$ cat src/rtl/fastlock_timer.sv
module fastlock_timer #(
  parameter int VAL_W    = 7,
  parameter int FRAC_W   = 3,
  parameter int MIN_VAL  = 3,
  parameter int MULT_W   = 4,
  parameter int MULT_NOM = 1,
  parameter int MULT_LO  = 4,
  parameter int MULT_MID = 7,
  parameter int MULT_HI  = 9
) (
  input  logic              clk,
  input  logic              rst_n,
  input  logic              pd_tick,
  input  logic              freq_load,
  input  logic [13+VAL_W:0] ref_word,
  input  logic [1:0]        boost_sel,
  output logic              gain_hi,
  output logic [MULT_W-1:0] cp_mult,
  output logic              sw1_out,
  output logic              sw2_out,
  output logic              to_active,
  output logic              to_done
);
  localparam int CNT_W   = VAL_W + FRAC_W;
  localparam int VAL_LSB = 14;
  localparam int EN_LSB  = 12;
  localparam int ST_LSB  = 10;

  logic [VAL_W-1:0]  val_raw, val_eff;
  logic [1:0]        sw_en, sw_st, sw_q;
  logic              start, last;
  logic [CNT_W-1:0]  cnt;
  logic              act, done;
  logic [MULT_W-1:0] boost;

  assign val_raw = ref_word[VAL_LSB +: VAL_W];
  assign val_eff = (val_raw < VAL_W'(MIN_VAL)) ? VAL_W'(MIN_VAL) : val_raw;
  assign sw_en   = ref_word[EN_LSB +: 2];
  assign sw_st   = ref_word[ST_LSB +: 2];
  assign start   = freq_load & (|sw_en);
  assign last    = (cnt == CNT_W'(1));

  always_ff @(posedge clk) begin
    if (!rst_n) begin
      cnt  <= '0;
      act  <= 1'b0;
      done <= 1'b0;
    end else begin
      done <= 1'b0;
      if (start) begin
        cnt <= {val_eff, {FRAC_W{1'b0}}};
        act <= 1'b1;
      end else if (act && pd_tick) begin
        cnt <= cnt - CNT_W'(1);
        if (last) begin
          act  <= 1'b0;
          done <= 1'b1;
        end
      end
    end
  end

  always_comb begin
    case (boost_sel)
      2'd0:    boost = MULT_W'(MULT_LO);
      2'd1:    boost = MULT_W'(MULT_MID);
      default: boost = MULT_W'(MULT_HI);
    endcase
  end

  for (genvar i = 0; i < 2; i++) begin : g_sw
    assign sw_q[i] = sw_en[i] ? ~act : sw_st[i];
  end

  assign gain_hi   = act;
  assign cp_mult   = act ? boost : MULT_W'(MULT_NOM);
  assign sw1_out   = sw_q[0];
  assign sw2_out   = sw_q[1];
  assign to_active = act;
  assign to_done   = done;
endmodule

$ cat config.mk
export PLATFORM = sky130hd
export DESIGN_NAME = fastlock_timer
export DESIGN_NICKNAME = d
export VERILOG_FILES = /design/src/rtl/fastlock_timer.sv
export SDC_FILE = /design/constraint.sdc
export NUM_CORES = 1
export LEC_CHECK = 0
export ABC_AREA = 1
export BUFFER_PORTS_ARGS = -buffer_cell sky130_fd_sc_hd__buf_4
export CORE_ASPECT_RATIO = 0.8
export CORE_UTILIZATION = 25
export DETAILED_ROUTE_END_ITERATION = 7
export PLACE_DENSITY = 0.57
export SYNTH_ARGS = -nofsm -noshare
export SYNTH_HDL_FRONTEND = slang
export SYNTH_SLANG_ARGS = --single-unit
$ cat constraint.sdc
create_clock -name clk -period 1.33 [get_ports clk]
set_input_delay 0 -clock clk [delete_from_list [all_inputs] [get_ports clk]]
set_output_delay 0 -clock clk [all_outputs]
set_load 0.01 [all_outputs]
---- After elaboration in Yosys (flattened, before gate mapping) ----
Cells that the tools add are included.
operators by class
  $add $sub $neg .......................... 1
  $lt $le $gt $ge ......................... 1
  eq/ne operators ......................... 2
  mux-type cells .......................... 11
  bitwise logic cells ..................... 4
  reduce and logical (&&, ||, !) cells .... 8
operator list
  kind                                                                           count
  10-bit two-way mux                                                             2
  10-bit by 1-bit equality test with 1-bit output (second input constant)        1
  10-bit by 1-bit subtractor with 10-bit output (second input constant)          1
  4-bit case mux with 2 select lines                                             1
  7-bit by 2-bit less-than comparator with 1-bit output (second input constant)  1
  7-bit two-way mux                                                              1
  1-bit two-way mux                                                              6
  4-bit two-way mux                                                              1
  2-bit nonzero test                                                             2
  2-bit OR reduction                                                             2
  1-bit inverter                                                                 3
  3-bit OR reduction                                                             1
  2-bit by 1-bit equality test with 1-bit output (second input constant)         1
  2-bit logical NOT                                                              1
  2-bit AND reduction                                                            1
  1-bit bitwise AND                                                              1
  1-bit logical AND                                                              1
word-level totals
  register bits ........................... 12
  input port bits ......................... 27
  output and inout port bits .............. 9
  word-level logic and storage cells ...... 31

---- Depth between registers and ports, before layout ----
Gate-level depths: netlist of run 1.
  word-level depth ........................ 4
  gate-level depth with buffers ........... 9
  depth with buffers taken out ............ 9

---- Worst setup path after synthesis of run 1 ----
Ideal clock, no wire load.
  path kind ............................... reg2reg
  from .................................... reg cnt[0]
  to ...................................... reg cnt[4]
  setup time .............................. 0.121 ns
  arrival time ............................ 1.035 ns
  data required time ...................... 1.209 ns
  path slack .............................. 0.174 ns
  stages on the path, launching flop included .. 10
  path buffers ............................ 0
  period minus slack after synthesis ...... 1.156 ns
  path through ............................ dfxtp_1 > inv_1 > ha_1 > inv_1 > nor2_2 > nand2_1 > nand2_1 > nand2_1 > nand2_1 > a21oi_1
between the ends
  cells in the longest elaborated chain, start to end .. 3
ends and longest elaborated chain
  element                                        RTL line  text
  start, declared                                32        logic [CNT_W-1:0] cnt;
  start signal, assigned                         51        cnt <= {val_eff, {FRAC_W{1'b0}}};
  start signal, assigned                         54        cnt <= cnt - CNT_W'(1);
  10-bit by 1-bit subtractor with 10-bit output  54
  10-bit two-way mux                             53        end else if (act && pd_tick) begin
  10-bit two-way mux                             50        if (start) begin
No other way between the ends. The select of a mux whose other input is x is not followed.
A chain may end at the register's enable or synchronous reset.

---- Worst setup path in the final report of run 1 ----
Same ends and word-level chain as after synthesis.

==> results.md, run 1 <==
- Run status: finished clean
- Clock Sinks: 12
- Die ar.: 3530 um^2
- Share of cells above drive strength 1: 25.1%
- Arr. time, crit path: 1380 ps
- Slew Limit Fails: 0
- Fin. Hold Viols: 0
- Clock tree buffer depth: 2
- Maximum fanout along the worst path: 4
- Die height: 53.4 um
- CTS tree: done
- Fillers: 334
- Min Tclk post-route: 1200 ps
- DRC: 0
- GP Congestion: 0.874
- CORE AREA: 3110 um^2
- Max Clk Rate: 830 MHz
- DR top layer: met4
- Largest net degree at the start of global routing: 10
- First-pass GRT wire length: 3.52 mm
- H-tree Lvls: 1
- Starting Density: 26.5%
- Initial antenna violation count: 0
- Final setup TNS: 0 ps
- Worst flop-to-flop path startpoint: cnt[0]
- Skew final: 1.21 ps
- Tot Pwr: 1.11 mW
- Hold_buf cts: 0
- Final setup violation count: 0
- Hold Crit Class: input pin to register
- DRT Pass-1 Iters: 4
- Post-Syn Instances: 136
- Vias in the first global route: 843
- PD cells: 975 nW/um^2
- Post-Syn Nets: 165
- Via density per instance: 4.33
- Combinational share of power: 27.2%
- Crit path required time: 1510 ps
- Hold Crit Depth: 3
- Place WS: 85.3 ps
- Final WS setup: 125 ps
- Total gr overflow: 0
- M1 WL: 1.06 mm
- ANT nets after route: 0
- HP Start: rst_n
- Max-cap violations: 0
- Compound-cell area share of the yosys netlist: 14.4%
- Routed met2 length: 945 um
- Crit Path Category: register to register
- Sequential area share after synthesis: 29.1%
- Final Net Count: 197
- RSZ-0062 raised after global routing: no
- Synth warn: 0
- Reg2Reg Setup Slack: 130 ps
- Slew headroom: 82.5%
- Area growth syn-to-layout: 37.9%
- Drt total wl: 2.09 mm
- Combinational family with the most area after synthesis: simple AND/OR/NAND/NOR gates
- Met3 wire length: 67 um
- Routed vias: 897
- Die Wd: 66.2 um
- CTS clk-pin slew, worst paths: 50 ps
- Number of DRC markers in iteration 0: 33
- Worst Max-Slew Pin Slew: 262 ps
- CTS root buf: clkbuf_8
- Postcts setup bufs: 0
- Synth Area in Simple Gates: 39.2%
- GRT Util Overall: 13.5%
- Row cnt: 18
- # diodes: 0
- Worst VDD drop: 0.521 mV
- Area of the multi-input gates: 480 um^2
- Crit path launch type: register
- Clock power share: 36.9%
- Switching share of power: 30.3%
- Clock buffer count from CTS: 3
- Worst R2R Path Depth: 9
- Yosys cell types: 20
- Post-DP HPWL: 1.71 mm
- Part of the power in registers: 36.0%
- FF/Latch Area: 240 um^2
- Worst-Skew Late Latency: 250 ps
- Syn Area/Cell: 6.06 um^2
- Mapped Area: 825 um^2
- I/O pins: 36
- Reg-to-reg critical path endpoint: cnt[4]
- Synth Area in XOR/XNOR: 1.06%
- Mux cell area share after synthesis: 0%
- Final Cycle Share: 90.6%
- Yosys reg bits: 12
- Hold Path Sink: gain_hi
- Synth Area in Adders: 3.03%
- Power Internal: 0.773 mW
- Leakage: 0.565 nW
- Psw: 0.336 mW
- CP Capture Type: register
- Routed length per instance: 10.1 um
- # port buffers: 25
## cells by family after synthesis
group | Yosys count
AND/OR/NAND/NOR | 72
buffers and inverters | 28
AO/OA/AOI/OAI | 21
flip-flops | 12
adder cells (fa/ha/maj) | 2
XOR/XNOR | 1
## how the worst max path moves through the flow
stage | start | endpoint | cells after the start
after floorplan | cnt[0] | cnt[4] | 9
after global placement | cnt[0] | cnt[4] | 8
after detailed placement | cnt[0] | cnt[4] | 9
after CTS | cnt[0] | cnt[4] | 8
after global routing | cnt[2] | cnt[9] | 7
final | cnt[0] | cnt[4] | 9
## critical path: stages, from the launching register on
cell,delay (ps)
dfxtp_1,360
inv_2,60
ha_1,210
inv_1,120
nor2_4,60
nand2_1,60
nand2_1,40
nand2_1,50
nand2_1,40
a21oi_1,130
## routing by layer
layer | up-vias | global-route usage, %
met2 | 7 | 21.8
met5 | - | 0
met3 | 3 | 5.39
met1 | 397 | 16.2
li1 | 490 | -
met4 | 0 | 4.96
## area by class of cell
cell class | count | share of cell area [%]
Tap cell | 40 | 4.40
Clock buffer | 4 | 4.84
Inverter | 27 | 8.91
Sequential cell | 12 | 21.1
Timing Repair Buffer | 28 | 18.5
Multi-Input combinational cell | 96 | 42.2
## flip-flops by register name, summed over array words and instances (netlist names)
name and flops:
cnt 10, to_done 1, gain_hi 1
## per-stage QoR
stage               hold WS, ps  util [%]  area [um^2]  cells
floorplan                  54.4         -          825    136
global placement            261      34.7         1080    203
detailed placement          270      34.7         1080    203
CTS                        18.2      36.4         1130    207
global route               30.1      36.6         1140    207
finish                     20.2      36.6         1140    207
## power groups by stage
stage / clock, mW / combinational (mW) / sequential (mW)
2_1_floorplan: 0 / 0.179 / 0.406
3_3_place_gp: 0 / 0.289 / 0.406
3_5_place_dp: 0 / 0.297 / 0.406
4_1_cts: 0.420 / 0.298 / 0.399
5_1_grt: 0.437 / 0.343 / 0.402
6_report: 0.409 / 0.301 / 0.399
## placed cells by master, fill, tap and decap left out
master    instances
xor2_1            1
nor2_2            2
nor2_1           10
buf_4            28
nand2_4           1
o21ai_4           1
clkbuf_8          4
nor3_1            2
inv_2             3
o21ai_0           7
nand3_1          16
nor2_4            2
nand2_1          36
ha_1              2
dfxtp_1          12
or2_2             1
nor4_1            1
o211ai_1          1
a21oi_1          12
nand4_1           1
inv_1            24
## timing repair
| item | CTS | global route |
|---|---|---|
| hold endpoints to repair | 0 | 0 |
| endpoints found under the setup margin | 0 | 2 |
| resized for setup | 0 | 2 |
## cells in the mapped netlist (all sizes together)
cell type | n | share of area, %
xor2 | 1 | 1.1
or2 | 1 | 0.76
nor4 | 1 | 0.76
nor3 | 2 | 1.2
o21ai | 8 | 6.2
nand2 | 37 | 18
ha | 2 | 3.0
buf | 1 | 0.91
nand4 | 1 | 0.76
o211ai | 1 | 0.91
nor2 | 14 | 8.2
a21oi | 12 | 7.3
dfxtp | 12 | 29
inv | 27 | 12
nand3 | 16 | 9.7
(Power assumes the default switching activity.)
==> inputs of run 2 (changes only) <==
--- a/config.mk
+++ b/config.mk
@@ -5,12 +5,12 @@
 export SDC_FILE = /design/constraint.sdc
 export NUM_CORES = 1
 export LEC_CHECK = 0
-export ABC_AREA = 1
+export ABC_AREA = 0
 export BUFFER_PORTS_ARGS = -buffer_cell sky130_fd_sc_hd__buf_4
 export CORE_ASPECT_RATIO = 0.8
 export CORE_UTILIZATION = 25
 export DETAILED_ROUTE_END_ITERATION = 7
-export PLACE_DENSITY = 0.57
+export PLACE_DENSITY = 0.59
 export SYNTH_ARGS = -nofsm -noshare
 export SYNTH_HDL_FRONTEND = slang
 export SYNTH_SLANG_ARGS = --single-unit
==> run 2 against run 1 <==
Compared with the run above:
- area after synthesis shrank 19%
- non-clock buffer count grew 10
- via count shrank 27%
- combinational power shrank 20%
- setup slack lost 45 ps
- largest power group is now registers
- highest routed layer is now met3
==> results.md, run 2 <==
- Hold Crit Class: input pin to register
- Clock tree buffer depth: 2
- Busiest metal layer after global routing: met2
- CP peak stage delay: 330 ps
- Final Cycle Share: 94.0%
- Maximum fanout along the worst path: 3
- Slew Limit Fails: 0
- # diodes: 0
- Post-Syn Instances: 79
- CORE AREA: 2480 um^2
- CP Capture Type: register
- # port buffers: 25
- Run status: finished clean
- Commonest non-fill, non-tap cell in the layout: buf_4
- Met1 global-route usage: 17.1%
- Number of DRC markers in iteration 0: 28
- Post-DP HPWL: 1.29 mm
- Die height: 48.2 um
- Most common cell in the netlist: dfxtp_1
- Synth warn: 0
- Sequential area share after synthesis: 36.0%
- Die Wd: 59.7 um
- Worst R2R Path Depth: 6
- Bufs and invs on worst path: 1
- Hold slack final: 8.34 ps
- Synth top area share: 36.0%
- CP Depth: 6
- Routed length per instance: 10.7 um
- Most frequent cells in the layout: 37 x buf_4, 10 x dfxtp_1, 7 x nor2_1
- Max FFs per register: 10
- H-tree Lvls: 1
- Worst VDD drop: 0.408 mV
- Share of cells above drive strength 1: 45.7%
- Final setup TNS: 0 ps
- Drt total wl: 1.62 mm
- Initial antenna violation count: 0
- Crit-path cells: inv_2 -> ha_4 -> nand4b_1 -> nor4_2 -> xnor2_1 -> a21oi_1
- Crit path required time: 1490 ps
- Skew final: 2.73 ps
- I/O pins: 36
- Row cnt: 16
- Max-cap violations: 0
- Hold Crit Depth: 3
- CP top delay family: simple AND/OR/NAND/NOR gates
- RSZ-0062 raised after global routing: yes
- Arr. time, crit path: 1410 ps
- Yosys cell types: 31
- Synth async-reset ratio: 0%
- Met2 usage: 21.3%
- Worst Max-Slew Pin Slew: 285 ps
- Clock Sinks: 12
- Crit Path Category: register to register
- Syn Area/Cell: 8.44 um^2
- GRT Util Overall: 13.2%
- Largest net degree at the start of global routing: 11
- Worst path slowest cell: dfxtp_2
- Starting Density: 26.9%
- Die ar.: 2880 um^2
- Fillers: 273
- Crit path launch type: register
- Min Tclk post-route: 1250 ps
- Final Net Count: 147
- Synth cell count leaders: 12 x dfxtp_1, 7 x nor2_1, 6 x a21oi_1, 6 x nand2_1, 5 x xor2_1
- PD cells: 845 nW/um^2
- Total gr overflow: 0
- CTS root buf: clkbuf_4
- Slew headroom: 80.8%
- Synth area leader: dfxtp_1
- Routed vias: 658
- Met3 global-route usage: 5.57%
- DRC: 0
- ANT nets after route: 0
- Biggest register: cnt
- Finished Core Util: 41.7%
- GP Congestion: 0.724
- Post-Syn Nets: 108
- Yosys reg bits: 12
- First-pass GRT wire length: 2.73 mm
- Final setup violation count: 0
- CTS clk-pin slew, worst paths: 70 ps
- Fin. Hold Viols: 0
- Vias in the first global route: 620
- Worst-Skew Late Latency: 270 ps
- Via density per instance: 4.33
- Largest cells by area after synthesis: dfxtp_1 36%, xor2_1 6.6%, a21oi_1 4.5%
- Synth Flop Type: dfxtp_1
- Clock buffer count from CTS: 3
- Leakage: 0.434 nW
- Max Clk Rate: 800 MHz
- Mapped Area: 667 um^2
- Area growth syn-to-layout: 55.3%
- Number of synthesized flops with an enable pin: 0
- DRT Pass-1 Iters: 4
- CTS tree: done
==> run 2: what timing repair did <==
item                                    CTS  global route
pin swaps                                 4             2
hold buffers                              1             0
buffers inserted                          5             1
endpoints found under the setup margin    1             4
resized for setup                         6             4
cloned                                    0             0
endpoints found under the hold margin     1             0
==> run 2: cell families after synthesis <==
group                      after synthesis  synth area share (%)
and+or+nand+nor                         29                  24.8
AOI/OAI and AO/OA                       18                  16.5
DFF                                     12                  36.0
xor gates and xnor gates                 8                  10.5
buffers and inverters                    8                  5.44
muxes                                    2                  3.00
adders and majority gates                2                  3.75
==> run 2: path summary, 6_finish.rpt <==
path / slack [ps] / start / to
worst min-delay path: 8 / ref_word[15] / cnt[4]
worst max-delay path: 80 / cnt[1] / cnt[6]
worst min register to register: 570 / cnt[2] / cnt[2]
worst max register to register: 80 / cnt[1] / cnt[6]
==> run 2: per-layer routing <==
layer	vias up	wire length, um
li1	353	-
met1	289	791
met2	16	752
met3	0	75
met4	0	0
met5	-	0
==> run 2: area by class of cell <==
class / instances / area, um^2 / area share [%]
multi-input cells: 59 / 423 / 40.8
flip-flops and latches: 12 / 243 / 23.4
clock buffers: 3 / 22.5 / 2.17
well taps: 36 / 45.0 / 4.35
inverters: 4 / 15.0 / 1.45
repair buffers: 38 / 288 / 27.8
==> run 2: where the power goes <==
| group | internal [mW] | switching [mW] | leakage [nW] | total (mW) |
|---|---|---|---|---|
| Combinational | 0.132 | 0.109 | 0.320 | 0.241 |
| Sequential | 0.385 | 0.0254 | 0.0998 | 0.411 |
| Clock | 0.105 | 0.120 | 0.0138 | 0.224 |
==> run 2: worst min-delay path, stage by stage <==
cell	delay, ps
buf_4	80
o31ai_1	70
a21oi_2	90
==> run 2: metrics by stage <==
step	total power, mW	setup WS, ps	cells	instance area (um^2)
6_report	0.876	79.8	152	1040
5_1_grt	0.923	-60.6	152	1040
4_1_cts	0.879	-4.21	152	1020
3_5_place_dp	0.636	2.56	143	931
3_3_place_gp	0.628	26.3	143	931
2_1_floorplan	0.532	106	79	667
